[src/rtl/uart_iid_pkg.sv]
package uart_iid_pkg;
  localparam int NUM_SRC = 5;
  localparam int CODE_W  = 3;
  localparam int ID_W    = CODE_W + 1;

  // source index = priority rank, 0 highest
  localparam int IDX_LINE  = 0;
  localparam int IDX_RXAV  = 1;
  localparam int IDX_TOUT  = 2;
  localparam int IDX_TXE   = 3;
  localparam int IDX_MODEM = 4;

  localparam logic [ID_W-1:0] ID_NONE = 4'h1;

  function automatic logic [CODE_W-1:0] src_code(input int idx);
    case (idx)
      IDX_LINE: return 3'b011;
      IDX_RXAV: return 3'b010;
      IDX_TOUT: return 3'b110;
      IDX_TXE:  return 3'b001;
      default:  return 3'b000;
    endcase
  endfunction
endpackage

[src/rtl/uart_iid_edge.sv]
module uart_iid_edge (
  input  logic clk_i,
  input  logic rst_ni,
  input  logic lvl_i,
  output logic rise_o
);
  logic prev_q;

  // prev resets high: a level already high out of reset is not an event
  always_ff @(posedge clk_i or negedge rst_ni) begin
    if (!rst_ni) prev_q <= 1'b1;
    else         prev_q <= lvl_i;
  end

  assign rise_o = lvl_i & ~prev_q;
endmodule

[src/rtl/uart_iid_txe_pend.sv]
module uart_iid_txe_pend (
  input  logic clk_i,
  input  logic rst_ni,
  input  logic set_i,
  input  logic clr_wr_i,
  input  logic clr_rd_i,
  output logic pend_o
);
  // set wins over both clears so a coincident event is kept
  always_ff @(posedge clk_i or negedge rst_ni) begin
    if (!rst_ni)                  pend_o <= 1'b0;
    else if (set_i)               pend_o <= 1'b1;
    else if (clr_wr_i | clr_rd_i) pend_o <= 1'b0;
  end
endmodule

[src/rtl/uart_iid_prio.sv]
module uart_iid_prio
  import uart_iid_pkg::*;
#(
  parameter int N = NUM_SRC
) (
  input  logic [N-1:0]    pend_i,
  input  logic [N-1:0]    en_i,
  output logic [ID_W-1:0] id_o,
  output logic [N-1:0]    sel_o
);
  logic [N-1:0] act;
  assign act = pend_i & en_i;

  // walk lowest to highest rank; the last hit has the highest priority
  always_comb begin
    id_o  = ID_NONE;
    sel_o = '0;
    for (int i = N - 1; i >= 0; i--) begin
      if (act[i]) begin
        id_o     = {src_code(i), 1'b0};
        sel_o    = '0;
        sel_o[i] = 1'b1;
      end
    end
  end
endmodule

[src/rtl/uart_iid.sv]
module uart_iid
  import uart_iid_pkg::*;
(
  input  logic               clk_i,
  input  logic               rst_ni,
  input  logic [NUM_SRC-1:0] int_en_i,
  input  logic               line_stat_i,
  input  logic               rx_avail_i,
  input  logic               char_tout_i,
  input  logic               thr_empty_i,
  input  logic               thr_wr_i,
  input  logic               modem_stat_i,
  input  logic               iid_rd_i,
  output logic [ID_W-1:0]    iid_o,
  output logic               irq_o
);
  logic               txe_rise;
  logic               txe_pend;
  logic [NUM_SRC-1:0] pend_vec;
  logic [NUM_SRC-1:0] sel;

  uart_iid_edge u_edge (
    .clk_i  (clk_i),
    .rst_ni (rst_ni),
    .lvl_i  (thr_empty_i),
    .rise_o (txe_rise)
  );

  uart_iid_txe_pend u_txe (
    .clk_i    (clk_i),
    .rst_ni   (rst_ni),
    .set_i    (txe_rise),
    .clr_wr_i (thr_wr_i),
    .clr_rd_i (iid_rd_i & sel[IDX_TXE]),
    .pend_o   (txe_pend)
  );

  always_comb begin
    pend_vec            = '0;
    pend_vec[IDX_LINE]  = line_stat_i;
    pend_vec[IDX_RXAV]  = rx_avail_i;
    pend_vec[IDX_TOUT]  = char_tout_i;
    pend_vec[IDX_TXE]   = txe_pend;
    pend_vec[IDX_MODEM] = modem_stat_i;
  end

  uart_iid_prio #(.N(NUM_SRC)) u_prio (
    .pend_i (pend_vec),
    .en_i   (int_en_i),
    .id_o   (iid_o),
    .sel_o  (sel)
  );

  assign irq_o = |(pend_vec & int_en_i);
endmodule

[config.mk]
export PLATFORM = sky130hd
export DESIGN_NAME = uart_iid
export DESIGN_NICKNAME = d
export VERILOG_FILES = /design/src/rtl/uart_iid_pkg.sv /design/src/rtl/uart_iid_edge.sv /design/src/rtl/uart_iid_txe_pend.sv /design/src/rtl/uart_iid_prio.sv /design/src/rtl/uart_iid.sv
export SDC_FILE = /design/constraint.sdc
export NUM_CORES = 1
export LEC_CHECK = 0
export ABC_CLOCK_PERIOD_IN_PS = 1300
export BUFFER_PORTS_ARGS = -buffer_cell sky130_fd_sc_hd__buf_4
export CAP_MARGIN = 20
export CORE_AREA = 2 2 39 41
export DETAILED_ROUTE_END_ITERATION = 16
export DIE_AREA = 0 0 41 43
export HOLD_SLACK_MARGIN = 0.12
export PLACE_DENSITY_LB_ADDON = 0.2
export RECOVER_POWER = 25
export SYNTH_ARGS = -nofsm -noshare
export SYNTH_HDL_FRONTEND = slang
export SYNTH_SLANG_ARGS = --single-unit
[constraint.sdc]
create_clock -name clk_i -period 1.3 [get_ports clk_i]
set_clock_uncertainty 0.15 [all_clocks]
set_input_delay 0.26 -clock clk_i [delete_from_list [all_inputs] [get_ports clk_i]]
set_output_delay 0.26 -clock clk_i [all_outputs]
set_load 0.02 [all_outputs]
==> reports/results.txt <==
Design Power = 0.366 mW
die height = 43 um
initial drt markers = 1
Synth Instances = 17
PwrDens = 872 nW/um^2
slowest cell on the critical path = dfrtp_2
core area = 1380 sq um
largest stage delay on the critical path = 0.43 ns
DP HPWL = 485 um
FF+latch count, synth = 2
critical path's top delay family = flip-flops
Mean Syn Cell Area = 7.88 sq um
final setup violation count = 3
unrepaired setup endpoints after global routing = yes
Max Root-Sink Buffers = 2
first-pass GRT wire length = 890 um
register area = 52.6 sq um
Mapped Nets = 31
design area = 419 sq um
Netlist cell types = 11
DR pass1 iterations = 2
Worst-path clk slew = 0.04 ns
VDD IR max = 0.201 mV
Filler cells = 149
post-route ant nets = 0
setup TNS = -0.624 ns
Starting Density = 0.0967
setup ws final = -0.239 ns
Layout area overhead = 213%
Worst setup EP type = primary output
synth warn = 0
multi-input logic area = 113 sq um
Global Route Usage Sum = 0.0740
final WL = 585 um
Final Max Slew Viols = 0
Top-Level Pins = 19
CTS tree = yes
Synth Cell Area = 134 sq um
Setup CP Type = flip-flop to primary output
violated checks = setup timing
FP Rows = 14
initial antenna violation count = 0
required time worst endpoint = 0.89 ns
Placement Setup Slack = -0.0912 ns
Antenna Cells = 0
Slew @ Worst Pin = 0.207 ns
via count = 236
Final Hold Fails = 0
min Tclk post-route = 1.54 ns
grt ovf = 0
CTS buffer count = 3
Max transition margin = 0.862
Buf+Inv Stages, Crit Path = 1
CP arrival = 1.13 ns
Clock Tree Root = clkbuf_4
Achievable Freq = 650 MHz
WHS = 0.195 ns
Pleak = 0.207 nW
fin crit share = 1.18
GP Congestion = 0.626
DR vias/cell = 3.81
crit-path cells = a221o_1 -> buf_6
nets = 61
vias in the first global route = 269
CP Launch Type = flip-flop
layout cell share with drive strength beyond 1 = 0.696
Worst Path Max Fanout = 4
Die X = 41 um
status = complete, but fails checks
H-tree depth = 1
largest net degree at the start of global routing = 5
routed wire length per instance = 9.44 um
IO Port Bufs = 18
sequential area share after synthesis = 0.383
Placed Area = 364 sq um
number of max-cap violations = 0
DIE AREA = 1760 sq um
clk_lat worst skew = 0.23 ns
commonest non-fill, non-tap cells in the layout = buf_4, nand2_2, nand2_1, clkbuf_4, buf_6
CTS Sinks = 2
postcts setup bufs = 0
commonest non-fill, non-tap cell in the layout = buf_4
Remaining DRCs = 0
min-delay worst type = input pin to asynchronous set/reset pin
[path summary, 6_finish.rpt]
path	from	to	slack (ns)	cells past startpoint
max in group asynchronous	rst_ni	u_edge.prev_q	0.59	2
min in group clk_i	thr_wr_i	u_txe.pend_o	0.21	3
max	u_txe.pend_o	irq_o	-0.24	2
min reg2reg	u_edge.prev_q	u_txe.pend_o	0.38	2
min	rst_ni	u_txe.pend_o	0.20	2
max reg2reg	u_edge.prev_q	u_txe.pend_o	0.31	2
[stage by stage]
| step | util | cells |
|---|---|---|
| after floorplan | - | 17 |
| after global placement | 0.263 | 56 |
| after detailed placement | 0.263 | 56 |
| after CTS | 0.306 | 62 |
| after global routing | 0.303 | 62 |
| final | 0.303 | 62 |
[kinds of logic after synthesis]
| logic type | count (synthesis) | share of synthesized area |
|---|---|---|
| AOI/OAI and AO/OA | 3 | 0.215 |
| buffers and inverters | 2 | 0.0561 |
| DFF | 2 | 0.383 |
| and+or+nand+nor | 10 | 0.346 |
[sequential cells by signal (all words and copies together) (netlist names)]
signal         cells
u_edge.prev_q      1
u_txe.pend_o       1
[where the power goes]
part	leakage, nW	total [mW]	internal (mW)	switching (mW)
combinational	0.171	0.132	0.0771	0.0546
clock	0.0150	0.160	0.115	0.0452
sequential	0.0216	0.0740	0.0688	0.00510
[cell usage after synthesis]
cell      number  share of area
nor2_1         1          0.028
a221o_1        1          0.075
a221oi_1       1          0.065
nand2_1        6           0.17
dfstp_2        1           0.20
a32o_1         1          0.075
nand4b_1       1          0.065
nand3_1        1          0.037
inv_1          2          0.056
nand4_1        1          0.047
dfrtp_1        1           0.19
[per-layer routing]
| metal | share of wire | track usage | wire length [um] |
|---|---|---|---|
| met4 | 0 | 0.0800 | 0 |
| met3 | 0.11 | 0.00524 | 67 |
| met2 | 0.53 | 0.116 | 312 |
| met1 | 0.35 | 0.0762 | 204 |
| met5 | 0 | 0 | 0 |
[cell type report]
class                   count  area share
multi-input cells          13       0.269
inverters                   2      0.0179
well taps                  16      0.0478
repair buffers             25       0.478
flip-flops and latches      2       0.125
clock buffers               4      0.0627
[repair_timing]
item,4_1_cts,5_1_grt
resized for setup,4,0
pin swaps,3,0
hold endpoints to repair,4,0
hold buffers,2,0
endpoints found under the setup margin,3,3
(Power assumes the default switching activity.)
